`src/rtl/arb_pkg.sv`:
```
package arb_pkg;

    typedef enum logic [2:0] {
        ST_WAIT_IDLE = 3'd0,
        ST_IDLE      = 3'd1,
        ST_SOF       = 3'd2,
        ST_ARB       = 3'd3,
        ST_WON       = 3'd4
    } arb_state_e;

    localparam logic LVL_DOMINANT  = 1'b0;
    localparam logic LVL_RECESSIVE = 1'b1;

endpackage

```
`src/rtl/arb_idle_counter.sv`:
```
module arb_idle_counter #(
    parameter int RUN_LEN = 11
) (
    input  logic clk,
    input  logic rst_n,
    input  logic enable,
    input  logic sample,
    input  logic level,
    output logic run_done
);
    localparam int CNT_W = $clog2(RUN_LEN + 1);
    localparam logic [CNT_W-1:0] LAST = CNT_W'(RUN_LEN - 1);

    logic [CNT_W-1:0] run_q;

    assign run_done = enable && sample && level && (run_q == LAST);

    always_ff @(posedge clk or negedge rst_n) begin
        if (!rst_n) begin
            run_q <= '0;
        end else if (!enable || run_done) begin
            run_q <= '0;
        end else if (sample) begin
            run_q <= level ? run_q + 1'b1 : '0;
        end
    end
endmodule

```
`src/rtl/arb_bit_compare.sv`:
```
module arb_bit_compare (
    input  logic active,
    input  logic sample,
    input  logic driven,
    input  logic seen,
    output logic outbid,
    output logic mismatch_err
);
    assign outbid       = active && sample && driven && !seen;
    assign mismatch_err = active && sample && !driven && seen;
endmodule

```
`src/rtl/arb_unit.sv`:
```
module arb_unit #(
    parameter int ID_W      = 11,
    parameter int IDLE_BITS = 11
) (
    input  logic            clk,
    input  logic            rst_n,
    input  logic            bit_tick,
    input  logic            bus_rx,
    input  logic            tx_req,
    input  logic [ID_W-1:0] tx_id,
    output logic            bus_tx,
    output logic            arb_won,
    output logic            arb_lost,
    output logic            bit_err
);
    import arb_pkg::*;

    localparam int IDX_W = (ID_W > 1) ? $clog2(ID_W) : 1;
    localparam logic [IDX_W-1:0] IDX_TOP = IDX_W'(ID_W - 1);

    arb_state_e      state_q, state_d;
    logic [ID_W-1:0]  id_q;
    logic [IDX_W-1:0] idx_q;
    logic            lost_q, err_q;
    logic            idle_found, cmp_outbid, cmp_err, comparing;

    arb_idle_counter #(.RUN_LEN(IDLE_BITS)) u_idle (
        .clk      (clk),
        .rst_n    (rst_n),
        .enable   (state_q == ST_WAIT_IDLE),
        .sample   (bit_tick),
        .level    (bus_rx),
        .run_done (idle_found)
    );

    assign comparing = (state_q == ST_SOF) || (state_q == ST_ARB);

    arb_bit_compare u_cmp (
        .active       (comparing),
        .sample       (bit_tick),
        .driven       (bus_tx),
        .seen         (bus_rx),
        .outbid       (cmp_outbid),
        .mismatch_err (cmp_err)
    );

    always_comb begin
        state_d = state_q;
        unique case (state_q)
            ST_WAIT_IDLE: if (idle_found) state_d = ST_IDLE;
            ST_IDLE: begin
                if (bit_tick && !bus_rx) state_d = ST_WAIT_IDLE;
                else if (tx_req)         state_d = ST_SOF;
            end
            ST_SOF: begin
                if (cmp_err)       state_d = ST_WAIT_IDLE;
                else if (bit_tick) state_d = ST_ARB;
            end
            ST_ARB: begin
                if (cmp_outbid || cmp_err)       state_d = ST_WAIT_IDLE;
                else if (bit_tick && idx_q == '0) state_d = ST_WON;
            end
            ST_WON: if (!tx_req) state_d = ST_WAIT_IDLE;
            default: state_d = ST_WAIT_IDLE;
        endcase
    end

    always_ff @(posedge clk or negedge rst_n) begin
        if (!rst_n) begin
            state_q <= ST_WAIT_IDLE;
            id_q    <= '0;
            idx_q   <= '0;
            lost_q  <= 1'b0;
            err_q   <= 1'b0;
        end else begin
            state_q <= state_d;
            lost_q  <= (state_q == ST_ARB) && cmp_outbid;
            err_q   <= cmp_err;
            if (state_q == ST_IDLE && state_d == ST_SOF) begin
                id_q  <= tx_id;
                idx_q <= IDX_TOP;
            end else if (state_q == ST_ARB && bit_tick && idx_q != '0) begin
                idx_q <= idx_q - 1'b1;
            end
        end
    end

    always_comb begin
        bus_tx  = LVL_RECESSIVE;
        arb_won = 1'b0;
        unique case (state_q)
            ST_SOF:  bus_tx = LVL_DOMINANT;
            ST_ARB:  bus_tx = id_q[idx_q];
            ST_WON:  arb_won = 1'b1;
            default: bus_tx = LVL_RECESSIVE;
        endcase
        arb_lost = lost_q;
        bit_err  = err_q;
    end
endmodule


```
`config.mk`:
```
export PLATFORM = sky130hd
export DESIGN_NAME = arb_unit
export DESIGN_NICKNAME = d
export VERILOG_FILES = /design/src/rtl/arb_pkg.sv /design/src/rtl/arb_idle_counter.sv /design/src/rtl/arb_bit_compare.sv /design/src/rtl/arb_unit.sv
export SDC_FILE = /design/constraint.sdc
export NUM_CORES = 1
export LEC_CHECK = 0
export BUFFER_PORTS_ARGS = -buffer_cell sky130_fd_sc_hd__buf_4
export CORE_ASPECT_RATIO = 0.75
export CORE_MARGIN = 3
export CORE_UTILIZATION = 59
export DETAILED_ROUTE_END_ITERATION = 6
export GPL_ROUTABILITY_DRIVEN = 0
export PLACE_DENSITY = 0.93
export SKIP_LAST_GASP = 1
export SYNTH_ARGS = -nofsm -noshare
export SYNTH_HDL_FRONTEND = slang
export SYNTH_SLANG_ARGS = --single-unit
export TNS_END_PERCENT = 1
```
`constraint.sdc`:
```
create_clock -name clk -period 4.8 [get_ports clk]
set_clock_uncertainty 0.2 [all_clocks]
set_input_delay 0.24 -clock clk [delete_from_list [all_inputs] [get_ports clk]]
set_output_delay 0.24 -clock clk [all_outputs]
set_load 0.005 [all_outputs]
```
==> flow_summary.yaml, run 1 <==
cts:
  postCtsSetupRepairBufs: 0
  cts_tree: "done"
  clock_latency_ns: 0.32
  clk_pin_slew_ns: 0.14
  ctsHtreeMaxLevel: 1
  cts_sinks: 24
  clk_path_buf_depth: 2
  root_buffer: "clkbuf_4"
  numCtsBuffers: 3
sta:
  maxSlewViolCount: 0
  finalSetupTns_ns: 0
  final_hold_viol_count: 0
  max_slew_margin_pct: 53.5
  setup_viol: 0
  fmax_mhz: 404
  worst_slew_pin_slew_ns: 0.694
  layout_min_cycle_time_ns: 2.48
  finalCritPeriodShare_pct: 51.6
  rsz0062_at_grt: "no"
synth:
  avgSynthCellArea_um2: 10.7
  synthCells: 123
  synth_edf_count: 0
  ys_types: 39
  async_flop_share_pct: 100
  synth_fp_nets: 143
  synth_area_um2: 1320
  synth-seq-area-share_pct: 45.6
  ys_seq_elements: 24
  yosys_warnings: 0
  ys.flop_type: "dfrtp_1"
power:
  p_per_area_nw_per_um2: 488
  finalPower_uw: 801
  power.leakage_nw: 0.770
  vdd_drop_max_mv: 0.295
job:
  cap_violations: 0
finish:
  fin_cells: 177
  syn2layout_area_growth_pct: 24.5
  drive_above_1_share_pct: 22.9
  num_antenna_cells: 0
  nNetsFinal: 174
drt:
  vias: 1050
  first_iter_violations: 43
  wl_um: 2770
  avgViaCountPerCell: 5.93
  drcViolationCount: 0
  antenna_left: 0
  post_drt_wl_per_cell_um: 15.7
  dr.pass1.iters: 5
global_routing:
  grt_usage_pct: 22.3
  grt_start_max_net_pins: 25
  grt_overflow: 0
  grt_pass1_wl_um: 4600
  grt_pass1_vias: 981
  antenna_found_initial: 0
critical_path:
  critical_path_arrival_ns: 2.04
  ff2ff_path_depth: 4
  crit_path_start: "idx_q[0]$_DFFE_PN0P_"
  cp-end-kind: "output pin"
  r2r-start: "idx_q[0]$_DFFE_PN0P_"
  critPathLaunchType: "register"
  r2r-end: "state_q[1]$_DFF_PN0_"
  critPathKind: "register to output pin"
  cp_max_fo: 6
  ff2ff_setup_slack_ns: 2.59
  critPathRequiredTime_ns: 4.36
floorplanning:
  die_h_um: 46.9
  core_um2: 2070
  row_count: 14
  fp.dieW_um: 60.6
  dieArea_um2: 2840
  io_pins: 20
  initial_core_util_pct: 63.7
placed_design:
  dp_hpwl_um: 1920
  placed_cells: 160
  io_buffers: 19
min_path:
  whs_endpoint: "state_q[0]$_DFF_PN0_"
  hp-class: "input pin to register"
  min_path_cells: 2
  hold_start: "bit_tick"
status:
  status: "completed"
[stage by stage]
stage	hold slack, ns	setup WS [ns]	instance area [um2]	utilization (%)
2_1_floorplan	-0.256	2.79	1320	-
3_3_place_gp	-0.0539	2.75	1460	70.5
3_5_place_dp	-0.0476	2.63	1460	70.5
4_1_cts	0.0163	2.32	1640	79.4
5_1_grt	0.0317	2.20	1640	79.4
6_report	0.0209	2.32	1640	79.4
[layout make-up]
| cell class | count | area (um2) |
|---|---|---|
| Sequential cell | 24 | 601 |
| Inverter | 4 | 15.0 |
| Multi-Input combinational cell | 89 | 669 |
| Clock buffer | 3 | 22.5 |
| Timing Repair Buffer | 32 | 273 |
| Tap cell | 24 | 30.0 |
| Fill cell | 120 | 427 |
| Clock inverter | 1 | 30.0 |
[sequential cells by signal (all words and copies together) (netlist names)]
signal and count:
id_q 11, idx_q 4, arb_lost 1, state_q 3, bit_err 1, u_idle.run_q 4
[worst max-delay path by stage]
stage,to,cells after the start
4_1_cts,bus_tx,4
3_5_place_dp,state_q[1]$_DFF_PN0_,4
2_1_floorplan,idx_q[2]$_DFFE_PN0P_,9
6_report,bus_tx,4
3_3_place_gp,state_q[1]$_DFF_PN0_,4
5_1_grt,bus_tx,4
[per-layer routing]
metal | share of wire, % | global-route usage [%] | wire length (um) | vias to the layer above
li1 | - | - | - | 498
met3 | 6.7 | 6.87 | 186 | 4
met2 | 51 | 39.7 | 1410 | 49
met1 | 41 | 27.2 | 1150 | 499
met5 | 0 | 0 | 0 | -
met4 | 0.97 | 4.76 | 27 | 0
[report_power, final]
| group | leakage, nW | internal, mW | switching, mW |
|---|---|---|---|
| clock | 0.0279 | 0.0845 | 0.0643 |
| combinational | 0.432 | 0.167 | 0.136 |
| sequential | 0.310 | 0.274 | 0.0754 |
[Yosys cell counts (2+ instances only)]
cell,number,share of area (%)
nor2_1,10,2.8
nor3_1,3,1.1
mux2_2,9,7.7
nor2b_1,5,2.4
or3_1,2,0.95
buf_2,2,0.76
o21ai_1,2,0.76
mux2_1,3,2.6
and3_1,3,1.4
nor3b_1,3,1.7
dfrtp_1,24,46
o21ai_0,2,0.76
clkbuf_1,3,0.85
nand2_1,11,3.1
xnor2_1,3,2.0
ha_1,4,3.8
mux2i_1,4,3.0
a21oi_1,4,1.5
nand4b_1,2,1.3
inv_1,4,1.1
and2_1,2,0.95
[layout by cell type, fill, tap and decap left out, drive strengths merged, types with 2 or more instances in the layout]
cell and count:
nor3 3, a21oi 4, buf 19, xnor2 3
and3 3, inv 4, or3b 2, o21ai 4
or3 2, nor2 10, ha 4, nand2 11
dfrtp 24, mux2i 4, and2 2, nor2b 5
mux2 12, nand4b 2, dlygate4sd3 13, clkbuf 3
nor3b 3
[worst max-delay path, stage by stage, from the launching register on]
cell,delay [ns]
dfrtp_1,0.51
mux4_2,0.58
a221oi_4,0.35
o21ai_1,0.12
buf_4,0.15
[what timing repair did]
| item | in CTS | in global routing |
|---|---|---|
| hold endpoints to repair | 36 | 0 |
| hold buffers | 13 | 0 |
| gates resized for setup | 0 | 0 |
[logic make-up (layout without fill, tap and decap cells)]
kind of cell,Yosys count,after routing,share of synthesized area (%)
multiplexers,17,17,15.0
flip-flops,24,24,45.6
XOR/XNOR,4,4,2.66
buffers and inverters,10,40,3.61
adder cells (fa/ha/maj),4,4,3.80
AO/OA/AOI/OAI,16,16,9.21
AND/OR/NAND/NOR,48,48,20.1
(Power assumes the default switching activity.)
==> inputs of run 2 (changes only) <==
ABC_AREA = 1   (was not set)
CORE_UTILIZATION = 50   (was 59)
PLACE_DENSITY = 0.85   (was 0.93)
clock period = 2 ns   (was 4.8 ns; I/O delays follow)
==> flow_summary.yaml, run 2 <==
job:
  cap_violations: 0
sta:
  worst_slew_pin_slew_ns: 0.662
  maxSlewViolCount: 0
  finalCritPeriodShare_pct: 93.5
  layout_min_cycle_time_ns: 1.87
  max_slew_margin_pct: 55.8
  finalSetupTns_ns: 0
  setup_viol: 0
  whs_ns: 0.300
  rsz0062_at_grt: "no"
  fmax_mhz: 535
  final_hold_viol_count: 0
synth:
  synth_fp_nets: 186
  synth.most_common_cell: "nand2_1"
  ys.flop_type: "dfrtp_1"
  avgSynthCellArea_um2: 7.89
  synth-seq-area-share_pct: 45.8
  synth.largest_area_cell: "dfrtp_1"
  synth_commonest_cells: "nand2_1 (59), dfrtp_1 (24), nor2_1 (13), nand3_1 (12), inv_1 (11)"
  yosys_warnings: 0
  synth_edf_count: 0
  ys_top_cells_by_area: "dfrtp_1 (46%), nand2_1 (17%), nand3_1 (4.6%)"
  async_flop_share_pct: 100
  ys_types: 27
  synth_area_um2: 1310
  yosysTopAreaCellShare_pct: 45.8
  synthCells: 166
  ys_seq_elements: 24
status:
  status: "completed"
finish:
  reg_top3: "id_q: 11 flops, idx_q: 4 flops, u_idle.run_q: 4 flops"
  layout_commonest_cell: "nand2_1"
  largest-register: "id_q"
  seq_area_um2: 602
  fin_area_um2: 1720
  fin_cells: 239
  largest_reg_flops: 11
  fillerInstances: 184
  num_antenna_cells: 0
  nNetsFinal: 226
  multi_input_area_um2: 622
  drive_above_1_share_pct: 23.4
  layout_common_cells: "nand2_1 (59), dfrtp_1 (23), buf_4 (21), dlygate4sd3_1 (17)"
  fin_util_pct: 71.5
  syn2layout_area_growth_pct: 31.0
critical_path:
  critical_path_arrival_ns: 1.57
  critPathKind: "register to output pin"
  crit_path_max_incr_delay_ns: 0.47
  critPathLaunchType: "register"
  critPathRequiredTime_ns: 1.70
  r2r-start: "idx_q[0]$_DFFE_PN0P_"
  cp_max_fo: 9
  cp-end-kind: "output pin"
  crit_path_start: "idx_q[0]$_DFFE_PN0P_"
  path_cells: "inv_4 > nand2_1 > nand3_1 > nand3_1 > nand2_1 > o21ai_2 > inv_1 > buf_4"
  ff2ff_setup_slack_ns: 0.32
  path_buf_inv: 3
  critPathTopFamily: "flip-flops"
  crit_end: "bus_tx"
  cp_slowest_cell: "dfrtp_2"
  r2r-end: "idx_q[3]$_DFFE_PN0P_"
  ff2ff_path_depth: 8
  cp.depth: 8
cts:
  numCtsBuffers: 3
  ctsHtreeMaxLevel: 1
  clk_pin_slew_ns: 0.13
  clk_path_buf_depth: 2
  clock_latency_ns: 0.33
  cts_tree: "done"
  cts_sinks: 24
  root_buffer: "clkbuf_4"
floorplanning:
  core_um2: 2400
  row_count: 15
  die_h_um: 50.3
  fp.dieW_um: 65.1
  io_pins: 20
  initial_core_util_pct: 54.5
  dieArea_um2: 3280
global_routing:
  grt_pass1_vias: 1112
  grt_busiest_layer: "met2"
  grt_util_met2_pct: 30.7
  grt_overflow: 0
  grt_usage_pct: 18.8
  grt_pass1_wl_um: 4740
  antenna_found_initial: 0
  met1_usage_pct: 23.7
  grt_use_met3_pct: 4.92
  grt_start_max_net_pins: 15
power:
  clkPwrFrac_pct: 22.4
  combPwrFrac_pct: 31.2
  power.leakage_nw: 0.889
  p_per_area_nw_per_um2: 916
  vdd_drop_max_mv: 0.681
  switchingPower_uw: 538
  p_seq_share_pct: 46.4
  p_int_mw: 1.03
  swShare_pct: 34.2
min_path:
  hp-class: "register to register"
drt:
  vias: 1216
  dr.pass1.iters: 4
  avgViaCountPerCell: 5.09
  first_iter_violations: 48
  drcViolationCount: 0
  antenna_left: 0
  post_drt_wl_per_cell_um: 12.0
  wl_um: 2860
placed_design:
  placed_cells: 217
  dp_hpwl_um: 2000
  io_buffers: 19
  place_area_um2: 1480
==> run 2: final cells by class <==
class	count	share of cell area (%)
Tap cell	34	2.48
Multi-Input combinational cell	121	36.2
Sequential cell	24	35.1
Timing Repair Buffer	38	19.1
Clock buffer	3	1.31
Clock inverter	1	1.75
Inverter	18	4.08
==> run 2: worst min-delay path, cell delays in order, from the launching register on <==
cell and delay, ns:
dfrtp_1 0.37, nand2_1 0.05, nand2_1 0.06
==> run 2: power by group through the flow <==
| stage | Sequential [mW] | Clock [mW] | Combinational, mW |
|---|---|---|---|
| final | 0.730 | 0.352 | 0.490 |
| after global routing | 0.750 | 0.379 | 0.554 |
| after CTS | 0.727 | 0.356 | 0.485 |
| after detailed placement | 0.734 | 0 | 0.458 |
| after global placement | 0.735 | 0 | 0.429 |
| after floorplan | 0.703 | 0 | 0.354 |
==> run 2: routing by layer <==
| layer | vias to the layer above | wire length [um] |
|---|---|---|
| met5 | - | 0 |
| met3 | 6 | 136 |
| met2 | 34 | 1430 |
| met1 | 576 | 1270 |
| met4 | 0 | 26 |
| li1 | 600 | - |
==> run 2: metrics by stage <==
step / power [mW] / setup slack [ns]
6_report: 1.57 / 0.129
5_1_grt: 1.68 / 0.00891
4_1_cts: 1.57 / 0.0233
3_5_place_dp: 1.19 / 0.230
3_3_place_gp: 1.16 / 0.319
2_1_floorplan: 1.06 / 0.452
==> run 2: repair_timing <==
item,in CTS,in global routing
hold buffers,17,0
setup endpoints to repair,0,1
buffers inserted,0,1
endpoints found under the hold margin,44,0
gates resized for setup,0,2
==> run 2: logic make-up (layout without fill, tap and decap cells) <==
group | after synthesis | in the layout | synth area share (%)
AO/OA/AOI/OAI | 11 | 11 | 5.54
buffers and inverters | 21 | 60 | 6.88
XOR/XNOR | 3 | 3 | 2.01
AND/OR/NAND/NOR | 103 | 103 | 35.9
flip-flops | 24 | 24 | 45.8
adder cells (fa/ha/maj) | 4 | 4 | 3.82
==> run 2: worst min-delay path by stage <==
stage	from	endpoint	slack [ns]	depth (start not counted)
finish	id_q[5]$_DFFE_PN0P_	id_q[5]$_DFFE_PN0P_	0.30	2
global placement	rst_n	state_q[2]$_DFF_PN0_	-0.19	1
detailed placement	rst_n	state_q[2]$_DFF_PN0_	-0.19	1
CTS	tx_id[2]	id_q[2]$_DFFE_PN0P_	0.30	4
global route	tx_id[0]	id_q[0]$_DFFE_PN0P_	0.30	4
floorplan	rst_n	arb_lost$_DFF_PN0_	-0.40	0
